$ cat src/rtl/tlb_range.sv
module tlb_range #(
  parameter int N_ENT = 16,
  parameter int VA_W  = 32,
  parameter int PA_W  = 32,
  parameter int PG_W  = 12
) (
  input  logic                     clk,
  input  logic                     rst,
  input  logic [2:0]               cmd_op,
  input  logic [VA_W-1:0]          cmd_addr,
  input  logic [31:0]              cmd_data,
  input  logic [VA_W-1:0]          lk_addr,
  output logic                     lk_hit,
  output logic [$clog2(N_ENT)-1:0] lk_idx,
  output logic                     lk_valid,
  output logic [PA_W-1:0]          lk_pa,
  output logic [29:0]              lk_prot,
  output logic                     err_o
);
  localparam int IDX_W = $clog2(N_ENT);
  localparam int PPN_W = PA_W - PG_W;
  localparam logic [2:0] OP_INS_ADDR = 3'd1;
  localparam logic [2:0] OP_INS_PROT = 3'd2;
  localparam logic [2:0] OP_PURGE    = 3'd3;
  localparam logic [2:0] OP_PURGE_ALL = 3'd4;

  logic [VA_W-1:0]  beg_q [N_ENT];
  logic [VA_W-1:0]  fin_q [N_ENT];
  logic [PPN_W-1:0] ppn_q [N_ENT];
  logic [28:0]      prot_q[N_ENT];
  logic [N_ENT-1:0] vld_q;
  logic [IDX_W-1:0] rr_q;

  logic [N_ENT-1:0] lk_cov, cm_cov;
  logic             cm_hit;
  logic [IDX_W-1:0] cm_idx;

  for (genvar g = 0; g < N_ENT; g++) begin : g_cmp
    assign lk_cov[g] = (beg_q[g] <= lk_addr)  && (lk_addr  <= fin_q[g]);
    assign cm_cov[g] = (beg_q[g] <= cmd_addr) && (cmd_addr <= fin_q[g]);
  end

  always_comb begin
    lk_hit = 1'b0;
    lk_idx = '0;
    cm_hit = 1'b0;
    cm_idx = '0;
    for (int i = N_ENT - 1; i >= 0; i--) begin
      if (lk_cov[i]) begin
        lk_hit = 1'b1;
        lk_idx = IDX_W'(i);
      end
      if (cm_cov[i]) begin
        cm_hit = 1'b1;
        cm_idx = IDX_W'(i);
      end
    end
  end

  assign lk_valid = lk_hit & vld_q[lk_idx];
  assign lk_pa    = {ppn_q[lk_idx], lk_addr[PG_W-1:0]};
  assign lk_prot  = {prot_q[lk_idx], 1'b0};

  wire [IDX_W-1:0] ins_idx  = cm_hit ? cm_idx : rr_q;
  wire [VA_W-1:0]  pg_base  = {cmd_addr[VA_W-1:PG_W], {PG_W{1'b0}}};
  wire [VA_W-1:0]  pg_last  = {cmd_addr[VA_W-1:PG_W], {PG_W{1'b1}}};
  wire [IDX_W-1:0] rr_next  = (rr_q == IDX_W'(N_ENT - 1)) ? '0 : rr_q + 1'b1;

  always_ff @(posedge clk) begin
    if (rst) begin
      for (int i = 0; i < N_ENT; i++) begin
        beg_q[i]  <= '1;
        fin_q[i]  <= '0;
        ppn_q[i]  <= '0;
        prot_q[i] <= '0;
      end
      vld_q <= '0;
      rr_q  <= '0;
      err_o <= 1'b0;
    end else begin
      err_o <= 1'b0;
      case (cmd_op)
        OP_INS_ADDR: begin
          for (int i = 0; i < N_ENT; i++) begin
            if (cm_cov[i] && vld_q[i]) begin
              beg_q[i]  <= '1;
              fin_q[i]  <= '0;
              ppn_q[i]  <= '0;
              prot_q[i] <= '0;
              vld_q[i]  <= 1'b0;
            end
          end
          beg_q[ins_idx]  <= pg_base;
          fin_q[ins_idx]  <= pg_last;
          ppn_q[ins_idx]  <= cmd_data[5 +: PPN_W];
          prot_q[ins_idx] <= '0;
          vld_q[ins_idx]  <= 1'b0;
          if (!cm_hit) rr_q <= rr_next;
        end
        OP_INS_PROT: begin
          if (cm_hit) begin
            prot_q[cm_idx] <= cmd_data[29:1];
            vld_q[cm_idx]  <= 1'b1;
          end else begin
            err_o <= 1'b1;
          end
        end
        OP_PURGE: begin
          if (cm_hit && vld_q[cm_idx]) begin
            beg_q[cm_idx]  <= '1;
            fin_q[cm_idx]  <= '0;
            ppn_q[cm_idx]  <= '0;
            prot_q[cm_idx] <= '0;
            vld_q[cm_idx]  <= 1'b0;
          end
        end
        OP_PURGE_ALL: begin
          for (int i = 0; i < N_ENT; i++) begin
            beg_q[i]  <= '1;
            fin_q[i]  <= '0;
            ppn_q[i]  <= '0;
            prot_q[i] <= '0;
          end
          vld_q <= '0;
        end
        default: ;
      endcase
    end
  end
endmodule

$ cat config.mk
export PLATFORM = sky130hd
export DESIGN_NAME = tlb_range
export DESIGN_NICKNAME = d
export VERILOG_FILES = /design/src/rtl/tlb_range.sv
export SDC_FILE = /design/constraint.sdc
export NUM_CORES = 2
export LEC_CHECK = 0
export ABC_AREA = 1
export BUFFER_PORTS_ARGS = -buffer_cell sky130_fd_sc_hd__buf_2
export CAP_MARGIN = 5
export CORE_UTILIZATION = 30
export DETAILED_ROUTE_END_ITERATION = 10
export PLACE_DENSITY_LB_ADDON = 0.2
export RECOVER_POWER = 25
export SLEW_MARGIN = 20
export SYNTH_ARGS = -nofsm -noshare
export SYNTH_HDL_FRONTEND = slang
export SYNTH_SLANG_ARGS = --single-unit
$ cat constraint.sdc
create_clock -name clk -period 31.7 [get_ports clk]
set_input_delay 6.34 -clock clk [delete_from_list [all_inputs] [get_ports clk]]
set_output_delay 6.34 -clock clk [all_outputs]
set_load 0.005 [all_outputs]
Yosys cells after proc, flatten, opt, wreduce, memory -nomap -nowiden --
Memories as Yosys holds them, arrays and structs flattened. Index checks and enable logic that the tools add are counted.
Word-level totals: memories kept 4, flip-flop bits (word level) 21, input bits 101, bits in writable memories 1808
Operators by class: bitwise operators 137, muxes and demuxes 347, eq/ne operators 7, magnitude comparators 69, reduce and logical (&&, ||, !) cells 59, add/sub/neg operators 1
Memories:
- beg_q | words 16, bits a word 32, read ports 16, clocked after Yosys merged registers in 0, wr ports 17, RTL line 27 | logic [VA_W-1:0] beg_q [N_ENT];
- fin_q | words 16, bits a word 32, read ports 16, clocked after Yosys merged registers in 0, wr ports 17, RTL line 28 | logic [VA_W-1:0] fin_q [N_ENT];
- prot_q | words 16, bits a word 29, read ports 1, clocked after Yosys merged registers in 0, wr ports 17, RTL line 30 | logic [28:0] prot_q[N_ENT];
- ppn_q | words 16, bits a word 20, read ports 1, clocked after Yosys merged registers in 0, wr ports 17, RTL line 29 | logic [PPN_W-1:0] ppn_q [N_ENT];
Operator list (count):
- $mux 32 | 66
- $le 32x32->1 | 64
- $mux 29 | 34
- $mux 20 | 33
- $mux 1 | 169
- $mux 4 | 38
- $or 1x1->1 | 129
- $pmux 16 s4 | 1
- $reduce_or 32->1 | 2
- $logic_and 1x1->1 | 51
- $and 16x16->16 | 2
- $mux 16 | 2
- $not 16->16 | 2
- $reduce_or 29->1 | 1
- $reduce_or 20->1 | 1
- $or 16x16->16 | 1
- $lt 4x5->1 const B | 3
- $bmux 1 s4 | 2
- $demux 1 s4 | 2
- $ge 4x1->1 const B | 2
- $eq 3x2->1 const B | 2
- $add 4x1->4 const B | 1
- $eq 4x4->1 const B | 1
- $ne 2x2->1 const B | 2
- 8 further kinds | 9

Logic depth before layout (Yosys ltp) --
An unclocked memory read counts as a cell.
word-level depth 29, depth in mapped cells 45, depth with buffers taken out 43

Least setup slack after synthesis --
Ideal clock, no wire load.
path kind in2out, start point in lk_addr[31], end point out lk_pa[17], required time 25360 ps, arrival 9479 ps, setup slack 15881 ps, cell stages on the path 28, cells stage by stage inv_1 ha_1 nand4_1 nor4_1 nor4b_1 nand2_1 nand2_1 nand2_1 nand2_1 nand2_1 nand2_1 nand2_1 nand2_1 nand2_1 nand2_1 nand2_1 nand2_1 nand2_1 nand2_1 nand2_1 nand2_1 buf_2 clkbuf_1 clkbuf_1 o211ai_1 nand3_1 nand3_1 nand2_1
On the way: word-level cells in the longest chain between the ends 19, elaborated cells between the ends (all ways) 65, those cells by class order compare (32); mux (16); reduce/logical (16); memory (1)
Ends and longest elaborated chain:
- from (decl) | RTL line 12 | input logic [VA_W-1:0] lk_addr,
- $le 32x32->1 | RTL line 39 | assign lk_cov[g] = (beg_q[g] <= lk_addr) && (lk_addr <= fin_q[g]);
- $logic_and 1x1->1 | RTL line 39
- $mux 4 (15 in series) | RTL line 49 | if (lk_cov[i]) begin
- $mux 4 (*) | RTL line 49
- $mem_v2 16x20 (*)
- to (decl) | RTL line 16 | output logic [PA_W-1:0] lk_pa,
Mark *: on every way between the ends. The rest lies on a longest branch, timed or not.

==> run_results.csv <==
group,metric,value,unit
setup_path,r2r_setup_slack,18.15,ns
sta,max_freq,43.0,MHz
cells_and_area,layout_commonest_cell,"ha_1",
logic_synthesis,syn_avg_cell_area,9.12,um2
cells_and_area,stdcell_area,0.120,mm2
setup_path,crit_arrival,23.49,ns
clock_network,cts_tree,"built",
cells_and_area,syn_to_final_growth,11.6,%
clock_network,clkTransAtPathRegs,0.07,ns
sta,rsz0062_at_grt,"no",
run,cap_violations,46,
cells_and_area,final_util,33.7,%
clock_network,root_buffer,"clkbuf_16",
floorplan,core-area,0.357,mm2
sta,slew_headroom,-166,%
placed_design,globalplace.congestion,0.890,
routing,via_count,87600,
setup_path,startpoint_type,"input port",
placed_design,dp_hpwl,264,mm
run_status,status,"finished with violations",
floorplan,std_cell_rows,219,
clock_network,post_cts_buffers,0,
routing,drc,0,
grt,grt_pass1_vias,81600,
routing,first_pass_iters,6,
sta,fin_hold_ws,0.503,ns
cells_and_area,final_cell_mix,"2049 x ha_1, 1944 x nand2_1, 1456 x edfxtp_1",
logic_synthesis,ys_ff_latch,1477,
routing,routedWlPerCell,24.5,um
power,power-per-cell-area,48.5,mW/mm2
cells_and_area,final_layout_size_suffix_gt1_share,6.50,%
logic_synthesis,synthesis.nets,14000,
grt,grt_max_degree,255,
placed_design,placed_area,0.115,mm2
routing,dr.first_iter.drc_count,7983,
logic_synthesis,async_flop_share,0,%
sta,fin_crit_sh,73.3,%
placed_design,place.port_buffers,165,
power,ir_drop,0.0461,mV
power,power.leakage,49.3,nW
clock_network,cts_made_buffers,181,
clock_network,cts_resized,0,
clock_network,ctsHoldBuffers,0,
grt,grt_overflow,0,
floorplan,ioPinCount,170,
grt,grtUsageTotal,22.2,%
hold_path,hold_class,"flop to flop",
logic_synthesis,synth_cell_types,68,
clock_network,clock_sinks,1477,
clock_network,h-tree-depth,4,
clock_network,cts_buffer_depth,4,
setup_path,cp-end-kind,"flop",
logic_synthesis,synth_ff_type,"edfxtp_1",
setup_path,cp.required,31.94,ns
grt,antenna_found_initial,22,
clock_network,clk_latency,0.92,ns
logic_synthesis,synthesis.area,0.108,mm2
sta,finalSetupViolations,0,
floorplan,fp.dieW,601,um
sta,finClkSkew,0.111,ns
logic_synthesis,synth_seq_area_share,40.9,%
floorplan,dieArea,0.362,mm2
setup_path,cp_max_fo,42,
grt,grt_pass1_wl,585,mm
run_status,violations,"max-capacitance violations, max-slew violations",
logic_synthesis,ys.warnings.count,0,
sta,worst_pin_slew,3.99,ns
sta,hold_viol,0,
logic_synthesis,synthesis.instances,11800,
sta,finalSetupTns,0,ns
sta,period_needed,23.25,ns
cells_and_area,nets,14100,
routing,vias_per_cell,5.19,
setup_path,critical_path_class,"input port to flop",
routing,final_antenna_net_count,0,
sta,final_max_slew_viol_count,1083,
routing,wl,413,mm
floorplan,dieHeight,601,um
logic_synthesis,synth_edf_count,1456,
floorplan,start_util,30.2,%
## synthesized netlist by cell type, drive strengths merged, types with 2 or more instances
cell type / number / area share [%]
o221a: 4 / 0.042
nor3: 152 / 0.71
o21bai: 11 / 0.077
o21ai: 452 / 2.1
dfxtp: 21 / 0.39
o221ai: 42 / 0.34
buf: 231 / 1.3
nand3: 508 / 2.4
nor4b: 10 / 0.087
or2: 4 / 0.023
o211ai: 299 / 2.1
ha: 2049 / 24
o21a: 53 / 0.37
nor4: 60 / 0.39
a21o: 12 / 0.084
a21boi: 5 / 0.035
inv: 1287 / 4.5
clkbuf: 222 / 0.77
a221oi: 3 / 0.024
a31o: 2 / 0.016
and3: 8 / 0.046
nand4: 233 / 1.4
a211oi: 70 / 0.49
a41oi: 4 / 0.032
a21oi: 1133 / 5.3
nor2: 1381 / 4.9
a32o: 5 / 0.046
a22o: 6 / 0.049
edfxtp: 1456 / 41
nand2: 1996 / 7.1
o41ai: 3 / 0.024
a31oi: 28 / 0.16
or3: 6 / 0.035
a2111oi: 6 / 0.049
o31ai: 24 / 0.17
nand3b: 4 / 0.031
nor3b: 2 / 0.014
o2111ai: 26 / 0.21
## final cells by class
class / instances / area (um2)
clock buffers: 234 / 4770
multi-input cells: 8609 / 56900
inverters: 1288 / 4840
well taps: 4751 / 5940
fillers: 36900 / 236000
diodes: 9 / 22.5
flip-flops and latches: 1477 / 44100
clock inverters: 84 / 890
repair buffers: 436 / 2810
## report_power, final
part	total, mW	internal [mW]	switching, mW
combinational	1.48	0.432	1.05
sequential	2.27	2.24	0.0265
clock	2.08	1.18	0.901
## final timing paths
kind,startpoint,end,depth (start not counted)
setup reg to reg,fin_q[2][10]$_SDFFCE_PN0P_,fin_q[12][10]$_SDFFCE_PN0P_,21
hold reg to reg,vld_q[10]$_SDFFE_PP0P_,vld_q[10]$_SDFFE_PP0P_,2
hold / removal,vld_q[10]$_SDFFE_PP0P_,vld_q[10]$_SDFFE_PP0P_,2
setup / recovery,cmd_addr[31],fin_q[12][10]$_SDFFCE_PN0P_,27
## state kept, by name, summed over array words and instances, names as in the netlist
register  flops
beg_q       336
prot_q      464
rr_q          4
ppn_q       320
err_o         1
fin_q       336
vld_q        16
## layer usage
metal / track usage [%] / share of wire (%) / vias to the layer above
met4: 7.77 / 4.0 / 2
met5: 0 / 0.0039 / -
met3: 2.17 / 5.9 / 572
met2: 35.3 / 44 / 2637
met1: 31.4 / 46 / 42300
li1: - / - / 42100
## stage by stage
stage                     power (mW)  setup slack, ns  std cells
after floorplan                 3.20            15.88      11800
after global placement          3.77            10.90      16600
after detailed placement        3.78            10.90      16600
after CTS                       5.86            10.88      16900
after global routing            6.10             8.52      16900
final                           5.83             8.45      16900
## worst max-delay path, cell delays in order
cell and delay, ns:
buf_2 0.10, clkbuf_1 0.81, inv_1 1.26, clkbuf_1 1.02
clkbuf_1 0.99, clkbuf_1 1.03, ha_1 0.33, nand4_1 0.17
nor3_1 0.23, inv_1 0.11, nor4_1 0.72, a32o_1 0.39
nand2_1 0.31, nand2_1 0.22, clkinv_1 0.08, a21oi_1 0.86
inv_1 0.37, nand4_1 0.19, nand2_1 0.09, nand2_1 0.07
nand2_1 0.05, nor2_1 0.15, nand3_1 1.45, clkbuf_1 1.22
nand4_1 0.30, clkbuf_1 2.82, inv_1 1.56
## cells by family after synthesis
family / Yosys count / share of synthesized area (%)
AOI/OAI and AO/OA: 2194 / 11.7
xor gates and xnor gates: 1 / 0.00812
adders and majority gates: 2049 / 23.8
buffers and inverters: 1741 / 6.51
DFF: 1477 / 40.9
other: 1 / 0.00348
and+or+nand+nor: 4364 / 17.0
(Power assumes the default switching activity.)
